$ cat src/rtl/chop_pkg.sv
package chop_pkg;

   typedef enum logic [1:0] {
      PH_OFF,
      PH_DRIVE,
      PH_FAST,
      PH_SLOW
   } phase_t;

   typedef enum logic [1:0] {
      DK_SLOW,
      DK_MIXED,
      DK_FAST
   } decay_t;

   // bit positions inside the 4-bit gate vector
   localparam int G_HS1 = 3;
   localparam int G_LS1 = 2;
   localparam int G_HS2 = 1;
   localparam int G_LS2 = 0;

   // pin low -> slow, pin high -> fast, anything else (floating) -> mixed
   function automatic decay_t decode_decay(input logic [1:0] lvl);
      case (lvl)
         2'b00:   return DK_SLOW;
         2'b10:   return DK_FAST;
         default: return DK_MIXED;
      endcase
   endfunction

   function automatic logic [3:0] bridge_pattern(input phase_t ph, input logic neg);
      logic [3:0] fwd_diag;
      logic [3:0] rev_diag;
      logic [3:0] low_pair;
      fwd_diag = '0;
      fwd_diag[G_HS1] = 1'b1;
      fwd_diag[G_LS2] = 1'b1;
      rev_diag = '0;
      rev_diag[G_HS2] = 1'b1;
      rev_diag[G_LS1] = 1'b1;
      low_pair = '0;
      low_pair[G_LS1] = 1'b1;
      low_pair[G_LS2] = 1'b1;
      case (ph)
         PH_DRIVE: return neg ? rev_diag : fwd_diag;
         PH_FAST:  return neg ? fwd_diag : rev_diag;
         PH_SLOW:  return low_pair;
         default:  return 4'b0000;
      endcase
   endfunction

endpackage

$ cat src/rtl/chop_period_timer.sv
module chop_period_timer #(
   parameter int PER = 3333,
   parameter int CW  = $clog2(PER)
) (
   input  logic          clk,
   input  logic          rst_n,
   input  logic          en,
   output logic [CW-1:0] pcnt
);

   localparam logic [CW-1:0] LAST = CW'(PER - 1);

   if (PER < 4) begin : g_bad_per
      $error("chop_period_timer: PER must be at least 4");
   end

   always_ff @(posedge clk or negedge rst_n) begin
      if (!rst_n) begin
         pcnt <= '0;
      end else if (!en) begin
         pcnt <= '0;
      end else if (pcnt == LAST) begin
         pcnt <= '0;
      end else begin
         pcnt <= pcnt + 1'b1;
      end
   end

   p_wrap_r2: assert property (@(posedge clk) disable iff (!rst_n)
      (en && pcnt == LAST) |=> (pcnt == '0));

   p_range_r2: assert property (@(posedge clk) disable iff (!rst_n)
      ({1'b0, pcnt} < (CW+1)'(PER)));

endmodule

$ cat src/rtl/chop_phase_ctrl.sv
module chop_phase_ctrl
   import chop_pkg::*;
#(
   parameter int PER       = 3333,
   parameter int CW        = $clog2(PER),
   parameter int BLANK_CYC = 375
) (
   input  logic          clk,
   input  logic          rst_n,
   input  logic          en,
   input  logic          trip,
   input  logic [1:0]    decay_lvl,
   input  logic [CW-1:0] pcnt,
   output phase_t        phase
);

   localparam int XW = CW + 2;

   decay_t        dk_sel;
   logic          mixed_q;
   logic [XW-1:0] mix_end_q;
   logic [XW-1:0] rem_w;
   logic [XW-1:0] tri_w;
   logic [XW-1:0] fast_len;
   logic          blank_over;

   if (BLANK_CYC < 1 || BLANK_CYC >= PER) begin : g_bad_blank
      $error("chop_phase_ctrl: BLANK_CYC must lie in 1..PER-1");
   end

   always_comb begin
      dk_sel     = decode_decay(decay_lvl);
      rem_w      = XW'(PER) - {2'b00, pcnt};
      tri_w      = rem_w + (rem_w << 1);
      fast_len   = tri_w >> 2;
      blank_over = (pcnt >= CW'(BLANK_CYC));
   end

   always_ff @(posedge clk or negedge rst_n) begin
      if (!rst_n) begin
         phase     <= PH_OFF;
         mixed_q   <= 1'b0;
         mix_end_q <= '0;
      end else if (!en) begin
         phase   <= PH_OFF;
         mixed_q <= 1'b0;
      end else if (pcnt == '0) begin
         phase   <= PH_DRIVE;
         mixed_q <= 1'b0;
      end else begin
         case (phase)
            PH_DRIVE: begin
               if (trip && blank_over) begin
                  case (dk_sel)
                     DK_SLOW: phase <= PH_SLOW;
                     DK_FAST: begin
                        phase   <= PH_FAST;
                        mixed_q <= 1'b0;
                     end
                     default: begin
                        phase     <= PH_FAST;
                        mixed_q   <= 1'b1;
                        mix_end_q <= {2'b00, pcnt} + fast_len;
                     end
                  endcase
               end
            end
            PH_FAST: begin
               if (mixed_q && ({2'b00, pcnt} >= mix_end_q)) begin
                  phase <= PH_SLOW;
               end
            end
            default: phase <= phase;
         endcase
      end
   end

   p_blank_hold_r3: assert property (@(posedge clk) disable iff (!rst_n)
      (en && phase == PH_DRIVE && pcnt != '0 && pcnt < CW'(BLANK_CYC))
      |=> (phase == PH_DRIVE || phase == PH_OFF));

   p_start_drive_r2: assert property (@(posedge clk) disable iff (!rst_n)
      (en && pcnt == '0) |=> (phase == PH_DRIVE || phase == PH_OFF));

   p_mix_to_slow_r8: assert property (@(posedge clk) disable iff (!rst_n)
      (en && phase == PH_FAST && mixed_q && pcnt != '0 && ({2'b00, pcnt} >= mix_end_q))
      |=> (phase == PH_SLOW || phase == PH_OFF));

endmodule

$ cat src/rtl/chop_dead_band.sv
module chop_dead_band
   import chop_pkg::*;
#(
   parameter int DEAD_CYC = 4
) (
   input  logic       clk,
   input  logic       rst_n,
   input  logic       en,
   input  logic [3:0] target,
   output logic [3:0] gates
);

   localparam int DW = (DEAD_CYC > 1) ? $clog2(DEAD_CYC) : 1;

   if (DEAD_CYC < 1) begin : g_bad_dead
      $error("chop_dead_band: DEAD_CYC must be at least 1");
   end

   if (DEAD_CYC == 1) begin : g_single
      logic [3:0] g_q;
      always_ff @(posedge clk or negedge rst_n) begin
         if (!rst_n) begin
            g_q <= '0;
         end else if (!en) begin
            g_q <= '0;
         end else if (target != g_q) begin
            g_q <= (g_q != '0) ? 4'b0000 : target;
         end
      end
      assign gates = g_q;
   end else begin : g_count
      localparam logic [DW-1:0] LOAD = DW'(DEAD_CYC - 1);
      logic [3:0]    g_q;
      logic [DW-1:0] dcnt;
      always_ff @(posedge clk or negedge rst_n) begin
         if (!rst_n) begin
            g_q  <= '0;
            dcnt <= LOAD;
         end else if (!en) begin
            g_q  <= '0;
            dcnt <= LOAD;
         end else if (target != g_q) begin
            if (g_q != '0) begin
               g_q  <= '0;
               dcnt <= LOAD;
            end else if (dcnt == '0) begin
               g_q <= target;
            end else begin
               dcnt <= dcnt - 1'b1;
            end
         end
      end
      assign gates = g_q;
   end

   p_break_before_make_r9: assert property (@(posedge clk) disable iff (!rst_n)
      (gates != '0 && $past(gates) != '0) |-> (gates == $past(gates)));

   p_leg_exclusive_r9: assert property (@(posedge clk) disable iff (!rst_n)
      !(gates[G_HS1] && gates[G_LS1]) && !(gates[G_HS2] && gates[G_LS2]));

   p_disable_clears_r10: assert property (@(posedge clk) disable iff (!rst_n)
      !en |=> (gates == '0));

endmodule

$ cat src/rtl/chopper_bridge.sv
module chopper_bridge
   import chop_pkg::*;
#(
   parameter int CLK_HZ    = 100_000_000,
   parameter int PWM_HZ    = 30_000,
   parameter int BLANK_CYC = 375,
   parameter int DEAD_CYC  = 4
) (
   input  logic       clk,
   input  logic       rst_n,
   input  logic       en,
   input  logic       dir_neg,
   input  logic       trip,
   input  logic [1:0] decay_lvl,
   output logic       hs1_on,
   output logic       ls1_on,
   output logic       hs2_on,
   output logic       ls2_on
);

   localparam int PER = CLK_HZ / PWM_HZ;
   localparam int CW  = $clog2(PER);

   if (PWM_HZ < 1 || CLK_HZ < PWM_HZ) begin : g_bad_rate
      $error("chopper_bridge: PWM_HZ must be positive and below CLK_HZ");
   end
   if (PER <= BLANK_CYC + DEAD_CYC) begin : g_bad_window
      $error("chopper_bridge: blanking plus dead time must fit in one period");
   end

   logic [CW-1:0] pcnt;
   phase_t        phase;
   logic [3:0]    target;
   logic [3:0]    gates;

   chop_period_timer #(
      .PER (PER),
      .CW  (CW)
   ) u_timer (
      .clk   (clk),
      .rst_n (rst_n),
      .en    (en),
      .pcnt  (pcnt)
   );

   chop_phase_ctrl #(
      .PER       (PER),
      .CW        (CW),
      .BLANK_CYC (BLANK_CYC)
   ) u_phase (
      .clk       (clk),
      .rst_n     (rst_n),
      .en        (en),
      .trip      (trip),
      .decay_lvl (decay_lvl),
      .pcnt      (pcnt),
      .phase     (phase)
   );

   assign target = bridge_pattern(phase, dir_neg);

   chop_dead_band #(
      .DEAD_CYC (DEAD_CYC)
   ) u_dead (
      .clk    (clk),
      .rst_n  (rst_n),
      .en     (en),
      .target (target),
      .gates  (gates)
   );

   // enable gates the registered pattern directly so a disable acts at once
   assign hs1_on = gates[G_HS1] & en;
   assign ls1_on = gates[G_LS1] & en;
   assign hs2_on = gates[G_HS2] & en;
   assign ls2_on = gates[G_LS2] & en;

endmodule

$ cat config.mk
export PLATFORM = sky130hd
export DESIGN_NAME = chopper_bridge
export DESIGN_NICKNAME = d
export VERILOG_FILES = /design/src/rtl/chop_pkg.sv /design/src/rtl/chop_period_timer.sv /design/src/rtl/chop_phase_ctrl.sv /design/src/rtl/chop_dead_band.sv /design/src/rtl/chopper_bridge.sv
export SDC_FILE = /design/constraint.sdc
export NUM_CORES = 1
export LEC_CHECK = 0
export ABC_AREA = 1
export BUFFER_PORTS_ARGS = -buffer_cell sky130_fd_sc_hd__buf_2
export CAP_MARGIN = 5
export CORE_UTILIZATION = 63
export DETAILED_ROUTE_END_ITERATION = 16
export GPL_TIMING_DRIVEN = 0
export PLACE_DENSITY_LB_ADDON = 0.15
export SYNTH_ARGS = -nofsm -noshare
export SYNTH_HDL_FRONTEND = slang
export SYNTH_SLANG_ARGS = --single-unit
export TNS_END_PERCENT = 1
$ cat constraint.sdc
create_clock -name clk -period 4.1 [get_ports clk]
set_clock_uncertainty 0.15 [all_clocks]
set_input_delay 0.41 -clock clk [delete_from_list [all_inputs] [get_ports clk]]
set_output_delay 0.41 -clock clk [all_outputs]
set_load 0.01 [all_outputs]
; Yosys cells after proc, flatten, opt, wreduce, memory -nomap -nowiden
; Index checks and enable logic that the tools add are counted.
[classes]
add_sub_neg = 5
order_cmp = 2
n_eq_ne = 16
muxes = 25
bitwise_logic = 6
n_reduce_logical = 13
[op_table]
columns = op, count
row1 = two-way mux 12 bit, 2
row2 = two-way mux 4 bit, 6
row3 = two-way mux 2 bit, 8
row4 = adder 14 bit, 1
row5 = >= comparator 12 x 14 -> 1 bit, 1
row6 = adder 12 x 12 -> 13 bit, 1
row7 = "subtractor 12 x 12 -> 13 bit, first input constant", 1
row8 = "adder 12 x 1 -> 12 bit, second input constant", 1
row9 = "== test 12 bit, second input constant", 1
row10 = ">= comparator 12 x 9 -> 1 bit, second input constant", 1
row11 = zero test 12 bit, 1
row12 = one-hot mux 4 bit (3 select lines), 1
row13 = "inequality test 3 x 1 -> 1 bit, second input constant", 3
row14 = "== test 2 bit, second input constant", 4
row15 = "inequality test 4 x 2 -> 1 bit, second input constant", 2
row16 = one-hot mux 2 bit (2 select lines), 2
row17 = zero test 2 bit, 3
row18 = "inequality test 3 x 2 -> 1 bit, second input constant", 2
row19 = AND reduction 3 bit, 2
row20 = two-way mux 1 bit, 5
row21 = AND reduction 5 bit, 1
row22 = AND 1 bit, 4
row23 = "inequality test 4 x 1 -> 1 bit, second input constant", 1
row24 = inequality test 4 bit, 1
row25 = other kinds (9), 12
[totals]
reg_bits = 35
out_inout_bits = 4

; Depth between registers and ports, before layout
; Gate-level depths: netlist of run 1.
[logic_depth]
depth_word = 8
mapped_depth = 25

; Cells and area by module
; A second synthesis of run 1 with hierarchy kept.
[hier_totals]
cells_unflattened = 515
hier_area_um2 = 3535.9
[by_module_without_submodules]
columns = mod, instances, cells_per_inst, area_per_inst_um2, seq_area_each_um2
row1 = chop_phase_ctrl, 1, 347, 2334.7, 400.4
row2 = chop_period_timer, 1, 89, 685.7, 300.3
row3 = chop_dead_band, 1, 56, 421.7, 152.6
row4 = chopper_bridge, 1, 23, 93.8, 0.0

; Worst setup path before layout of run 1
; OpenSTA, ideal clock, no wires.
[synth_path]
path_type = register -> register
startpoint = register u_timer.pcnt[1]
endpoint = register u_phase.mix_end_q[11]
setup_ns = 0.124
arrival_time_ns = 3.125
required_time_ns = 3.826
path_slack_ns = 0.700
stages_incl_launch_ff = 20
synth_period_minus_slack_ns = 3.400
cell_sequence = dfrtp_1 > ha_1 > nor2_2 > nand4_1 > nand2_1 > xor2_1 > ha_1 > a21oi_1 > o21bai_1 > a21oi_1 > nand2_1 > nand2_1 > nand2_1 > ha_1 > nand2_1 > nor2_1 > nand3_1 > o2111ai_1 > xnor2_1 > o21ai_1
[synth_between]
elab_chain_len = 3
word_cells_on_any_way = 8
classes_between = add/sub (3) / order compare (1) / bitwise (1) / reduce/logical (3)
[synth_lines]
columns = item, line_no
row1 = from (decl), chop_period_timer.sv:8  ; output logic [CW-1:0] pcnt
row2 = from (signal assigned), chop_period_timer.sv:25  ; pcnt <= pcnt + 1'b1;
row3 = "subtractor 12 x 12 -> 13 bit, or another cell as far along", chop_phase_ctrl.sv:33  ; rem_w = XW'(PER) - {2'b00, pcnt};
row4 = "adder 14 bit, or another cell as far along", chop_phase_ctrl.sv:34  ; tri_w = rem_w + (rem_w << 1);
row5 = adder 12 x 12 -> 13 bit / AND reduction 5 bit (equally long branches), n/a
row6 = to (signal assigned), chop_phase_ctrl.sv:63  ; mix_end_q <= {2'b00, pcnt} + fast_len;
row7 = to (decl), chop_phase_ctrl.sv:21  ; logic [XW-1:0] mix_end_q;
; Parallel ways exist; a longest one is shown, timed or not.
; A chain may end at the register's enable or synchronous reset.

; Worst setup path in the final report of run 1
[layout_path]
startpoint = register u_timer.pcnt[1]
endpoint = register u_phase.mix_end_q[10]
; Same word-level chain as after synthesis.

==> qor.txt, run 1 <==
Run status - completed
Post-synth cell types - 42
Via count - 2992
Setup TNS - 0 ns
Clock root buffer - clkbuf_8
Antenna Nets Post-Route - 0
GRT Total Usage - 29.6%
Worst skew pair latency - 0.29 ns
DRC violations left - 0
Mean Syn Cell Area - 6.95 sq um
Syn Inst Count - 465
Slowest CP cell - dfrtp_2
Worst setup path class - flip-flop to flip-flop
Initial core utilization - 67.1%
Post-DP Area - 0.00336 sq mm
Unrepaired setup endpoints after global routing - no
Cell Area, Synth - 0.00323 sq mm
Most used DFF post-synth - dfrtp_1
CP Launch Type - flip-flop
Layout cells sized above 1 - 8.09%
GR Overflow Total - 0
Number of antenna violations at the first check in global routing - 0
Final nets - 528
Wire per inst - 13.0 microns
CTS tree - yes
Die width - 73.6 microns
Area leader, netlist - dfrtp_1
Worst EP arrival - 3.73 ns
Placer's final routability congestion estimate - 0.866
Final wirelength - 7.13 mm
Max Cap Viol - 0
Syn_nets - 511
Initial DRC count - 201
Crit-path cells - ha_1 -> nand2_1 -> inv_1 -> nor2_1 -> ha_1 -> inv_1 -> nor2_1 -> o21ai_0 -> nand2_1 -> nand3b_1 -> nand2_1 -> nand2_1 -> nand2_1 -> nand2_1 -> nand2_1 -> ha_1 -> a21o_1 -> a21oi_1 -> nand2_1 -> nand3_1 -> nand2_1 -> xnor2_1 -> o21ai_1
TritonCTS Buffers - 5
Final setup fails - 0
Top cell type's share of synthesized area - 24.8%
First-pass GRT wire length - 12.2 mm
Largest net degree at the start of global routing - 35
Final Cell Area - 0.00345 sq mm
Worst path required time - 4.12 ns
Final Cycle Share - 90.5%
Fin crit period - 3.71 ns
Slowest Stage Delay on Critical Path - 0.49 ns
Slew @ Worst Pin - 0.756 ns
P&R area growth vs syn - 6.86%
Fmax - 0.270 GHz
Leak pwr - 1.98 nW
Worst slew margin relative to its limit - 49.0%
Clock sink count - 34
Diodes inserted - 0
1st-pass router iterations - 4
Flops & latches, synth - 34
Worst path buffer plus inverter count - 2
Row cnt - 25
Ys async rst share - 100%
PwrDens - 227 mW/mm^2
Final Hold Viols - 0
Ports - 11
Worst setup EP type - flip-flop
Core Region - 0.00482 sq mm
Crit path top cell by count - nand2_1
Clk slew on worst S/H paths - 0.07 ns
H-tree levels - 2
YS warnings - 0
Max-slew violation count - 0
Number of flops mapped to enable cells by yosys - 0
Crit Path Max Fanout - 10
DR vias/cell - 5.45
Hold-fix buffer count after cts - 0
Top post-synthesis cells by area - dfrtp_1 25%, ha_1 15%, nand2_1 13%
Crit-path leading delay family - simple AND/OR/NAND/NOR gates
HP Class - input pin to asynchronous set/reset pin
VDD IR-drop max - 0.190 mV
Fill count - 438
Full die area - 0.00542 sq mm
CTS Buffer Depth - 2
Vias in the first global route - 2811
Port Buf Inserts - 10
Chip height - 73.6 microns
Post-DP HPWL - 5.64 mm
Seq/Total Area, Yosys - 26.4%
where the power goes:
group | total (mW) | switching (mW) | internal (mW)
clock | 0.231 | 0.115 | 0.117
combinational | 0.182 | 0.113 | 0.0689
sequential | 0.371 | 0.0137 | 0.357
cells in the mapped netlist, types with 2 or more instances:
| master | n |
|---|---|
| o21ai_1 | 8 |
| and3_1 | 2 |
| o22ai_1 | 3 |
| o21bai_1 | 2 |
| xor2_1 | 24 |
| o21ai_0 | 17 |
| ha_1 | 38 |
| nor2_1 | 40 |
| nand2_1 | 115 |
| a21o_1 | 3 |
| nor2_2 | 4 |
| nand3_1 | 25 |
| nor3_1 | 11 |
| nand3b_1 | 2 |
| dfrtp_1 | 32 |
| nand4_1 | 4 |
| a31oi_1 | 3 |
| inv_2 | 3 |
| nand2_2 | 2 |
| a22oi_1 | 2 |
| inv_1 | 70 |
| buf_2 | 3 |
| xnor2_1 | 3 |
| dfstp_2 | 2 |
| a21oi_1 | 29 |
| o21a_1 | 2 |
path summary, 6_finish.rpt:
| kind | from | end | slack, ns | cells past startpoint |
|---|---|---|---|---|
| setup reg to reg | u_timer.pcnt[1]$_DFF_PN0_ | u_phase.mix_end_q[10]$_DFFE_PN0P_ | 0.39 | 23 |
| hold / removal | rst_n | u_timer.pcnt[8]$_DFF_PN0_ | 0.03 | 1 |
| setup / recovery | u_timer.pcnt[1]$_DFF_PN0_ | u_phase.mix_end_q[10]$_DFFE_PN0P_ | 0.39 | 23 |
| min in group clk | en | u_phase.phase[1]$_DFFE_PN0P_ | 0.28 | 3 |
| max in group asynchronous | rst_n | u_timer.pcnt[1]$_DFF_PN0_ | 3.24 | 1 |
| hold reg to reg | u_phase.mix_end_q[10]$_DFFE_PN0P_ | u_phase.mix_end_q[10]$_DFFE_PN0P_ | 0.34 | 2 |
worst register-to-register path, stage by stage (launching register included):
cell and delay [ns]:
dfrtp_2 0.49, ha_1 0.29, nand2_1 0.12, inv_1 0.05, nor2_1 0.16, ha_1 0.30, inv_1 0.07, nor2_1 0.04
o21ai_0 0.14, nand2_1 0.11, nand3b_1 0.09, nand2_1 0.10, nand2_1 0.10, nand2_1 0.08, nand2_1 0.07, nand2_1 0.05
ha_1 0.33, a21o_1 0.20, a21oi_1 0.11, nand2_1 0.10, nand3_1 0.08, nand2_1 0.08, xnor2_1 0.19, o21ai_1 0.08
cell usage in the layout, fill, tap and decap left out, drive strengths merged, types with 2 or more instances in the layout:
cell and n:
nand2 117, inv 73, nor2 45, ha 38, dfrtp 32, a21oi 29
nand3 26, o21ai 25, xor2 24, buf 14, nor3 12, clkbuf 8
nand4 4, a31oi 3, a21o 3, o22ai 3, xnor2 3, o21a 2
and3 2, nand3b 2, o21bai 2, a22oi 2, dfstp 2, nor4 2
cell families after synthesis:
group / share of synthesized area [%]
AO/OA/AOI/OAI: 13.1
XOR/XNOR: 7.32
adder cells (fa/ha/maj): 15.3
buffers and inverters: 9.41
flip-flops: 26.4
AND/OR/NAND/NOR: 28.4
per-stage QoR:
step | util, % | hold WS, ns | setup slack, ns | instances | power, mW
after floorplan | - | -0.0356 | 0.700 | 465 | 0.509
after global routing | 71.7 | 0.0968 | 0.0343 | 549 | 0.832
final | 71.7 | 0.0334 | 0.391 | 549 | 0.784
after CTS | 71.4 | 0.0597 | 0.247 | 549 | 0.787
after detailed placement | 69.8 | 0.335 | 0.266 | 542 | 0.557
after global placement | 69.8 | 0.315 | 0.303 | 542 | 0.549
state kept, by name, indices dropped and copies added, names as in the netlist:
signal               count
u_phase.mixed_q          1
u_phase.phase            2
u_dead.g_count.dcnt      2
u_phase.mix_end_q       13
u_timer.pcnt            12
u_dead.gates             4
final cells by class:
type | count | area [sq um] | share of cell area (%)
buffer | 5 | 26.3 | 0.761
clock buffer | 7 | 76.3 | 2.21
inverter | 74 | 278 | 8.05
multi-input combinational | 352 | 2080 | 60.3
sequential | 34 | 856 | 24.8
tap | 67 | 83.8 | 2.43
timing repair buffer | 10 | 50.0 | 1.45
per-layer routing:
| metal | vias to the layer above | track usage [%] | share of wire (%) |
|---|---|---|---|
| met5 | - | 0 | 0 |
| met1 | 1386 | 38.9 | 46 |
| met2 | 55 | 49.8 | 48 |
| li1 | 1536 | - | - |
| met3 | 15 | 5.35 | 4.1 |
| met4 | 0 | 7.91 | 1.8 |
timing repair:
item,CTS,global route
gates resized for setup,0,5
setup endpoints to repair,0,4
buffers inserted,0,0
hold endpoints to repair,0,0
Note: power is estimated with default switching activity, not from simulation.
==> run 2: changes to the inputs <==
Settings changed: ABC_AREA 1 to default, PLACE_DENSITY from default to 0.89, PLACE_DENSITY_LB_ADDON 0.15 to default.
==> run 2 against run 1 <==
Effect of this change: final area is 20% higher; area after synthesis is 4.8% higher; first-iteration DRC count is 75% higher; final cell count is 5.3% lower; the flow now finishes with violations (negative setup slack); highest routed layer is now met5; largest power group unchanged; clock power is 16% higher; total power is 10% higher; routed wire length is 55% higher; die area is 4.7% higher; worst setup slack worse by 0.70 ns; critical path type unchanged.
==> qor.txt, run 2 <==
Post-DP HPWL - 5.77 mm (+2.3%)
Layout cells sized above 1 - 24.4% (+16 points)
Seq/Total Area, Yosys - 25.2% (-1.2 points)
Placer's final routability congestion estimate - 0.967 (+12%)
Multiplexer share of the synthesized area - 2.51% (+2.5 points)
Ys async rst share - 100% (unchanged)
Core Region - 0.00514 sq mm (+6.7%)
Mean Syn Cell Area - 8.18 sq um (+18%)
Fill count - 318 (-27%)
Largest family of logic cells by synthesized area - compound AO/OA/AOI/OAI gates
Final Hold Viols - 0 (unchanged)
PwrDens - 209 mW/mm^2 (-8.0%)
VDD IR-drop max - 0.197 mV (+3.5%)
Worst setup EP type - flip-flop
Crit-path cells - buf_4 -> buf_4 -> a2111oi_4 -> xnor2_2 -> ha_4 -> a21oi_1 -> o31ai_2 -> o21ai_1 -> o221ai_2 -> a41oi_2 -> xnor2_2 -> ha_4 -> a21o_1 -> a41oi_4 -> buf_4 -> xnor2_1 -> o21ai_0
Wire per inst - 21.3 microns (+64%)
Worst EP arrival - 4.44 ns (+0.71 ns)
Initial DRC count - 352 (+75%)
Synth Area in Compound Gates - 20.3% (+7.2 points)
Final WS setup - -0.313 ns (-0.704 ns)
CP Launch Type - flip-flop
Port Buf Inserts - 8 (-2)
CTS Buffer Depth - 2 (unchanged)
Hold-fix buffer count after cts - 0 (unchanged)
GR Overflow Total - 0 (unchanged)
1st-pass router iterations - 5 (+1)
Failing checks - negative setup slack
Adder-Cell Fraction of Synth Area - 14.6% (-0.71 points)
Crit-path leading delay family - compound AO/OA/AOI/OAI gates
Clock root buffer - clkbuf_8
Post-synth cell types - 57 (+36%)
Row cnt - 26 (+4.0%)
Commonest non-fill, non-tap cell in the layout - nand2_1
YS warnings - 0 (unchanged)
Run status - complete, but fails checks
Most used DFF post-synth - dfrtp_1
DRC violations left - 0 (unchanged)
Worst skew pair latency - 0.30 ns (about the same)
HP Class - input pin to asynchronous set/reset pin
Setup TNS - -0.744 ns (-0.744 ns)
Final nets - 495 (-6.3%)
Flops & latches, synth - 34 (unchanged)
Diodes inserted - 0 (unchanged)
Max Cap Viol - 0 (unchanged)
Worst slew margin relative to its limit - 48.0% (-1.1 points)
GRT Total Usage - 32.8% (+3.3 points)
Syn_nets - 460 (-10%)
Top cell type's share of synthesized area - 23.6% (-1.1 points)
Via count - 3427 (+15%)
Largest register by flop count - u_phase.mix_end_q
Crit path top cell by count - buf_4
Largest net degree at the start of global routing - 35 (unchanged)
Final Cycle Share - 108% (+17 points)
Number of antenna violations at the first check in global routing - 0 (unchanged)
Number of flops mapped to enable cells by yosys - 0 (unchanged)
Area leader, netlist - dfrtp_1
Simple-gate share of the synthesized area - 19.4% (-9.0 points)
DP Cell Count - 492 (-9.2%)
Die width - 75.3 microns (+2.3%)
CTS tree - yes
TritonCTS Buffers - 5 (unchanged)
Final wirelength - 11.1 mm (+55%)
Storage cell area - 856 sq um (unchanged)
Most common cell in the netlist - ha_1
Clk slew on worst S/H paths - 0.08 ns (about the same)
Slowest Stage Delay on Critical Path - 0.47 ns (-0.02 ns)
Worst setup path class - flip-flop to flip-flop
Slowest CP cell - a2111oi_4
Worst path buffer plus inverter count - 3 (+1)
Max-slew violation count - 0 (unchanged)
Final Non-Filler Cells - 520 (-5.3%)
Commonest cells in the synthesized netlist - 38 x ha_1, 37 x nand2_1, 35 x nor2_1, 32 x dfrtp_1, 28 x a21oi_1
Initial core utilization - 65.9% (-1.2 points)
Worst path required time - 4.13 ns (about the same)
Ports - 11 (unchanged)
Fin crit period - 4.41 ns (+0.704 ns)
H-tree levels - 2 (unchanged)
Vias in the first global route - 3019 (+7.4%)
Chip height - 75.3 microns (+2.3%)
Clock sink count - 34 (unchanged)
Unrepaired setup endpoints after global routing - yes
P&R area growth vs syn - 22.1%
Final setup fails - 4 (+4)
Fmax - 0.227 GHz (-16%)
Most frequent cells in the layout - 35 x nand2_1, 34 x nor2_1, 30 x dfrtp_1, 28 x ha_1, 27 x inv_1
Max reg flops - 13 (unchanged)
Antenna Nets Post-Route - 0 (unchanged)
DR vias/cell - 6.59 (+21%)
Cell Area, Synth - 0.00339 sq mm (+4.8%)
Syn Inst Count - 414 (-11%)
Full die area - 0.00567 sq mm (+4.7%)
Xor-xnor portion of the synthesized cell area - 11.3% (+4.0 points)
Area of the multi-input gates - 0.00267 sq mm (+28%)
Crit Path Max Fanout - 10 (unchanged)
Leak pwr - 1.87 nW (-5.5%)
Top post-synthesis cells by area - dfrtp_1 24%, ha_1 14%, xnor2_1 5.9%
First-pass GRT wire length - 13.9 mm (+13%)
Slew @ Worst Pin - 0.781 ns (+0.0245 ns)
[run 2: cell types whose count changed after synthesis, moves of 8 or more]
cell | before | now
buf_2 | 3 | 11
inv_1 | 70 | 27
nand2_1 | 115 | 37
nand3_1 | 25 | 15
nor2b_1 | 0 | 8
o21ai_0 | 17 | 26
xnor2_1 | 3 | 23
[run 2: layout make-up]
| type | instances | area share (%) |
|---|---|---|
| clock inverters | 1 | 0.121 |
| repair buffers | 29 | 4.87 |
| clock buffers | 7 | 2.09 |
| multi-input cells | 330 | 64.6 |
| plain buffers | 22 | 3.09 |
| inverters | 27 | 2.45 |
| flip-flops and latches | 34 | 20.7 |
| well taps | 70 | 2.12 |
[run 2: cells by family (layout without fill, tap and decap cells)]
family,after synthesis,count (layout)
multiplexers,8,8
AND/OR/NAND/NOR,136,136
AO/OA/AOI/OAI,104,104
adder cells (fa/ha/maj),39,39
buffers and inverters,50,86
flip-flops,34,34
XOR/XNOR,43,43
[run 2: worst paths after layout]
kind,startpoint,to,slack [ns],cells after the start
hold / removal,rst_n,u_phase.mix_end_q[4]$_DFFE_PN0P_,0.04,1
min in group clk,decay_lvl[1],u_phase.phase[0]$_DFFE_PN0P_,0.26,4
max in group asynchronous,rst_n,u_timer.pcnt[2]$_DFF_PN0_,3.22,1
hold reg to reg,u_phase.mix_end_q[12]$_DFFE_PN0P_,u_phase.mix_end_q[12]$_DFFE_PN0P_,0.34,2
setup reg to reg,u_timer.pcnt[1]$_DFF_PN0_,u_phase.mix_end_q[10]$_DFFE_PN0P_,-0.31,17
setup / recovery,u_timer.pcnt[1]$_DFF_PN0_,u_phase.mix_end_q[10]$_DFFE_PN0P_,-0.31,17
[run 2: timing repair]
item,in CTS,in global routing
pin swaps,8,31
gates cloned,0,0
resized for setup,22,49
setup endpoints to repair,6,6
setup buffers,9,12
[run 2: power by group]
group	total, mW	internal, mW	switching [mW]
sequential	0.364	0.355	0.00959
combinational	0.233	0.0985	0.134
clock	0.267	0.136	0.132
total	0.864	0.589	0.276
[run 2: per-stage QoR]
step	hold WS [ns]	setup slack [ns]	utilization (%)	instance area [sq um]	total power, mW
global placement	0.311	-0.441	68.4	3510	0.543
floorplan	-0.0356	0.0889	-	3390	0.508
finish	0.0388	-0.313	80.5	4140	0.864
global route	0.105	-0.495	80.5	4140	0.902
CTS	0.0564	-0.0487	73.7	3790	0.830
detailed placement	0.320	-0.607	68.4	3510	0.552
[run 2: worst register-to-register path, delay by kind of cell (launching register included)]
| family | cells | cell delay (ns) |
|---|---|---|
| flip-flops | 1 | 0.43 |
| XOR/XNOR | 3 | 0.70 |
| adder cells (fa/ha/maj) | 2 | 0.60 |
| AO/OA/AOI/OAI | 9 | 1.91 |
| buffers and inverters | 3 | 0.50 |
[run 2: routing by layer]
layer / share of wire, % / vias up / track usage (%)
met5: 0.31 / - / 0
met4: 7.1 / 2 / 14.8
met3: 8.8 / 81 / 7.01
met2: 48 / 208 / 56.3
met1: 36 / 1602 / 39.6
li1: - / 1534 / -
